`src/rtl/addr_hi_port_pkg.sv`:
```
package addr_hi_port_pkg;
  typedef enum logic {
    PORT_SINGLE   = 1'b0,
    PORT_EXPANDED = 1'b1
  } port_mode_e;
endpackage

```
`src/rtl/port_data_latch.sv`:
```
module port_data_latch #(
  parameter int W = 8
) (
  input  logic         clk,
  input  logic         rst_n,
  input  logic         wr_hit,
  input  logic [W-1:0] wr_data,
  output logic [W-1:0] latch_q
);
  always_ff @(posedge clk or negedge rst_n) begin
    if (!rst_n) latch_q <= '0;
    else if (wr_hit) latch_q <= wr_data;
  end

  assert_write_load_R7: assert property (@(posedge clk) disable iff (!rst_n)
    wr_hit |=> latch_q == $past(wr_data));
  assert_latch_hold_R8: assert property (@(posedge clk) disable iff (!rst_n)
    !wr_hit |=> $stable(latch_q));
endmodule

```
`src/rtl/port_pin_mux.sv`:
```
module port_pin_mux
  import addr_hi_port_pkg::*;
#(
  parameter int W = 8
) (
  input  logic         clk,
  input  logic         rst_n,
  input  logic         mode_in,
  input  logic [W-1:0] latch_q,
  input  logic [W-1:0] addr_hi,
  input  logic         halt_n,
  input  logic         halt_en,
  output logic [W-1:0] pin_drv,
  output logic [W-1:0] pin_oe
);
  port_mode_e mode_q;
  logic       float_pins;

  always_ff @(posedge clk or negedge rst_n) begin
    if (!rst_n) mode_q <= PORT_SINGLE;
    else        mode_q <= port_mode_e'(mode_in);
  end

  assign float_pins = !halt_en && !halt_n;

  for (genvar i = 0; i < W; i++) begin : g_pin
    always_comb begin
      pin_drv[i] = (mode_q == PORT_EXPANDED) ? addr_hi[i] : latch_q[i];
      pin_oe[i]  = !float_pins;
    end
  end

  assert_mode_single_R2: assert property (@(posedge clk) disable iff (!rst_n)
    $past(rst_n) && !$past(mode_in) |-> pin_drv == latch_q);
  assert_mode_expanded_R3: assert property (@(posedge clk) disable iff (!rst_n)
    $past(rst_n) && $past(mode_in) |-> pin_drv == addr_hi);
  assert_halt_float_R5: assert property (@(posedge clk) disable iff (!rst_n)
    (!halt_en && !halt_n) |-> pin_oe == '0);
  assert_drive_on_R5: assert property (@(posedge clk) disable iff (!rst_n)
    (halt_en || halt_n) |-> pin_oe == '1);
endmodule

```
`src/rtl/port_reg_read.sv`:
```
module port_reg_read #(
  parameter int W = 8
) (
  input  logic         rd_en,
  input  logic         addr_hit,
  input  logic [W-1:0] pin_sense,
  output logic [W-1:0] rd_data
);
  always_comb begin
    rd_data = '0;
    if (rd_en && addr_hit) rd_data = pin_sense;
  end
endmodule

```
`src/rtl/addr_hi_port.sv`:
```
module addr_hi_port #(
  parameter int          PORT_W     = 8,
  parameter int          ADDR_W     = 16,
  parameter logic [15:0] REG_OFFSET = 16'h1004
) (
  input  logic              clk,
  input  logic              rst_n,
  input  logic [ADDR_W-1:0] reg_addr,
  input  logic              wr_en,
  input  logic              rd_en,
  input  logic [PORT_W-1:0] wr_data,
  input  logic              mode_expanded,
  input  logic [ADDR_W-1:0] cpu_addr,
  input  logic              halt_n,
  input  logic              halt_en,
  input  logic [PORT_W-1:0] pin_sense,
  output logic [PORT_W-1:0] pin_drv,
  output logic [PORT_W-1:0] pin_oe,
  output logic [PORT_W-1:0] rd_data
);
  localparam int HI_LSB = ADDR_W - PORT_W;

  logic              addr_hit;
  logic              wr_hit;
  logic [PORT_W-1:0] latch_q;
  logic [PORT_W-1:0] addr_hi;

  assign addr_hit = (reg_addr == ADDR_W'(REG_OFFSET));
  assign wr_hit   = wr_en && addr_hit;
  assign addr_hi  = cpu_addr[ADDR_W-1:HI_LSB];

  port_data_latch #(.W(PORT_W)) u_latch (
    .clk     (clk),
    .rst_n   (rst_n),
    .wr_hit  (wr_hit),
    .wr_data (wr_data),
    .latch_q (latch_q)
  );

  port_pin_mux #(.W(PORT_W)) u_mux (
    .clk     (clk),
    .rst_n   (rst_n),
    .mode_in (mode_expanded),
    .latch_q (latch_q),
    .addr_hi (addr_hi),
    .halt_n  (halt_n),
    .halt_en (halt_en),
    .pin_drv (pin_drv),
    .pin_oe  (pin_oe)
  );

  port_reg_read #(.W(PORT_W)) u_read (
    .rd_en     (rd_en),
    .addr_hit  (addr_hit),
    .pin_sense (pin_sense),
    .rd_data   (rd_data)
  );

  assert_read_sense_R6: assert property (@(posedge clk) disable iff (!rst_n)
    (rd_en && reg_addr == ADDR_W'(REG_OFFSET)) |-> rd_data == pin_sense);
  assert_read_miss_R8: assert property (@(posedge clk) disable iff (!rst_n)
    (rd_en && reg_addr != ADDR_W'(REG_OFFSET)) |-> rd_data == '0);
  assert_read_idle_R9: assert property (@(posedge clk) disable iff (!rst_n)
    !rd_en |-> rd_data == '0);
  assert_mode_keeps_latch_R4: assert property (@(posedge clk) disable iff (!rst_n)
    (mode_expanded != $past(mode_expanded)) && !$past(wr_en) && $past(rst_n)
      |-> $stable(latch_q));
endmodule

```
`config.mk`:
```
export PLATFORM = sky130hd
export DESIGN_NAME = addr_hi_port
export DESIGN_NICKNAME = d
export VERILOG_FILES = /design/src/rtl/addr_hi_port_pkg.sv /design/src/rtl/port_data_latch.sv /design/src/rtl/port_pin_mux.sv /design/src/rtl/port_reg_read.sv /design/src/rtl/addr_hi_port.sv
export SDC_FILE = /design/constraint.sdc
export NUM_CORES = 1
export LEC_CHECK = 0
export BUFFER_PORTS_ARGS = -buffer_cell sky130_fd_sc_hd__buf_2
export CAP_MARGIN = 10
export CELL_PAD_IN_SITES_DETAIL_PLACEMENT = 0
export CELL_PAD_IN_SITES_GLOBAL_PLACEMENT = 2
export CORE_ASPECT_RATIO = 1.2
export CORE_MARGIN = 8
export CORE_UTILIZATION = 16
export DETAILED_ROUTE_END_ITERATION = 12
export PLACE_DENSITY_LB_ADDON = 0.15
export RECOVER_POWER = 100
export SYNTH_ARGS = -nofsm -noshare
export SYNTH_HDL_FRONTEND = slang
export SYNTH_HIERARCHICAL = 1
export SYNTH_SLANG_ARGS = --single-unit
```
`constraint.sdc`:
```
create_clock -name clk -period 1.65 [get_ports clk]
set_clock_uncertainty 0.05 [all_clocks]
set_input_delay 0.33 -clock clk [delete_from_list [all_inputs] [get_ports clk]]
set_output_delay 0.33 -clock clk [all_outputs]
set_load 0.02 [all_outputs]
```
==> flow_summary.toml <==
[status]
status = "finished with violations"
violations = "negative setup slack"

[setup_path]
critPathMaxStageDelay_ps = 250
crit_top_cell = "buf_6"
path_class = "in2out"
cp_top_family = "simple AND/OR/NAND/NOR gates"
end_kind = "output pin"
required_ps = 1270
critPathLaunchType = "input pin"
cp.arrival_ps = 1340
path_buf_inv = 3
path_max_fanout = 8
cp_slowest_cell = "and4_1"
path_cells = "buf_2 > nor4_4 > and4_1 > buf_6 > and3_4 > buf_6"

[layout]
final_area_mm2 = 0.00122
instances_no_fill = 171
drive_gt1_share_pct = 79.5
areaGrowthSynthToFinish_pct = 89.9
finish.utilization_pct = 31.2
n_antenna_cell = 0
final_cell_mix = "buf_2, mux2_4, buf_6"
layout_commonest_cell = "buf_2"
nNetsFinal = 173

[floorplanning]
ios = 79
dieArea_mm2 = 0.00630
rows = 25
initial_core_util_pct = 16.4
fp.dieH_um = 85.4
core_area_mm2 = 0.00391
die_x_um = 73.8

[cts]
worstSkewPairLatency_ps = 230
clockBufferDepth = 2
htreeDepth = 1
root_buffer = "clkbuf_8"
cts.sinks = 9
numCtsBuffers = 3
cts_tree = "built"
clkTransAtPathRegs_ps = 40
post_cts_buffers = 0

[global_routing]
grt_pass1_vias = 739
grt-ovfl-total = 0
grtUsageTotal_pct = 6.64
antenna_found_initial = 0
grt_pass1_wl_mm = 3.24
grt_max_degree = 10

[drt]
wl_met1_um = 872
drc = 0
dr_wl_met3_um = 362
vias_per_cell = 3.71
ant_nets = 0
wl_per_cell_um = 12.8
wl_met2_um = 937
wl_mm = 2.18
initialDrtViolationCount = 20
top_layer_used = "met4"
first_pass_iters = 4
vias = 635

[power]
switching_power_w = 0.000163
p_int_w = 0.000473
powerDensity_mw_per_mm2 = 522
p_leak_nw = 0.623
peakVddDrop_uv = 166
swShare_pct = 25.6
power_frac_seq_pct = 35.9
p_clk_share_pct = 40.9
power_frac_comb_pct = 23.2

[timing]
max_freq_ghz = 0.580
setup_viol = 8
worst_pin_slew_ps = 510
post-route-period-util_pct = 104
rsz0062_at_grt = "true"
finalHoldViolCount = 0
drv_slew = 0
max_slew_margin_pct = 66.0
fin_ws_ps = -73.1
finalCriticalPeriod_ps = 1720

[job]
maxCapViolations = 0

[placed_design]
place_hpwl_mm = 1.81
post-place-cells = 166
placed_area_mm2 = 0.00101
gp_congestion = 0.648
portBuffers = 70

[synthesis]
syn_avg_cell_area_um2 = 13.1
ys_types = 10
synth_warnings = 6
yosys.area.top_type = "mux2_4"
seq_area_frac_synth_pct = 35.1
synth_top_area_share_pct = 37.4
netlist_area_um2 = 642
syn-num-nets = 104
ys_top_cells_by_area = "mux2_4, dfrtp_1, buf_4"
synthCells = 49
ys_ff_latch = 9

[worst_hold_path]
hp-class = "in2reg"
cells in the mapped netlist:
library cell and number:
nor4_1 2, mux2_4 16, and3_1 8, or2_2 1
buf_4 7, dfrtp_1 9, and4_1 1, buf_6 2
nor4b_1 2, and2_1 1
stage by stage:
stage	worst slack, ps	setup TNS, ps	hold slack, ps	power [W]
floorplan	20.1	0	-15.6	0.000298
global placement	-188	-2670	145	0.000361
detailed placement	-146	-2030	149	0.000361
CTS	-71.5	-458	157	0.000634
global route	-132	-978	158	0.000669
finish	-73.1	-544	159	0.000636
layout make-up:
type	count	area (µm²)
multi-input cells	31	409
fillers	421	2690
well taps	54	67.6
clock buffers	4	45.0
repair buffers	73	470
flip-flops and latches	9	226
state kept, by name (all words and copies together), names as in the netlist:
| signal | flops |
|---|---|
| u_latch/latch_q | 8 |
| u_mux/mode_q | 1 |
cells by family (layout without fill, tap and decap cells):
| kind of cell | count (synthesis) | after routing | synth area share (%) |
|---|---|---|---|
| muxes | 16 | 16 | 37.4 |
| and+or+nand+nor | 15 | 15 | 15.8 |
| DFF | 9 | 9 | 35.1 |
| buffers and inverters | 9 | 77 | 11.7 |
what timing repair did:
item | in CTS | in global routing
resized for setup | 22 | 15
gates cloned | 0 | 0
pin swaps | 4 | 3
hold buffers | 1 | 0
endpoints found under the hold margin | 9 | 0
endpoints found under the setup margin | 16 | 10
path summary, 6_finish.rpt:
path | cells past startpoint | endpoint | start | slack, ps
hold / removal | 1 | u_mux/mode_q | mode_expanded | 160
max in group asynchronous | 2 | u_mux/mode_q | rst_n | 650
setup reg to reg | 1 | u_latch/latch_q[7] | u_latch/latch_q[7] | 840
min in group asynchronous | 2 | u_latch/latch_q[7] | rst_n | 530
hold reg to reg | 1 | u_latch/latch_q[3] | u_latch/latch_q[3] | 450
setup / recovery | 6 | rd_data[5] | reg_addr[0] | -70
per-layer routing:
layer	GRT usage, %	up-vias
met1	6.99	267
met3	4.60	2
met2	9.69	55
li1	-	311
met4	3.28	0
met5	0	-
power by group through the flow:
stage               Clock, W  Combinational (W)  Sequential, W
floorplan                  0          0.0000715       0.000227
global placement           0           0.000129       0.000232
detailed placement         0           0.000129       0.000232
CTS                 0.000265           0.000141       0.000229
global route        0.000282           0.000159       0.000228
finish              0.000260           0.000147       0.000228
No activity file was read; power rests on OpenSTA's default activity.
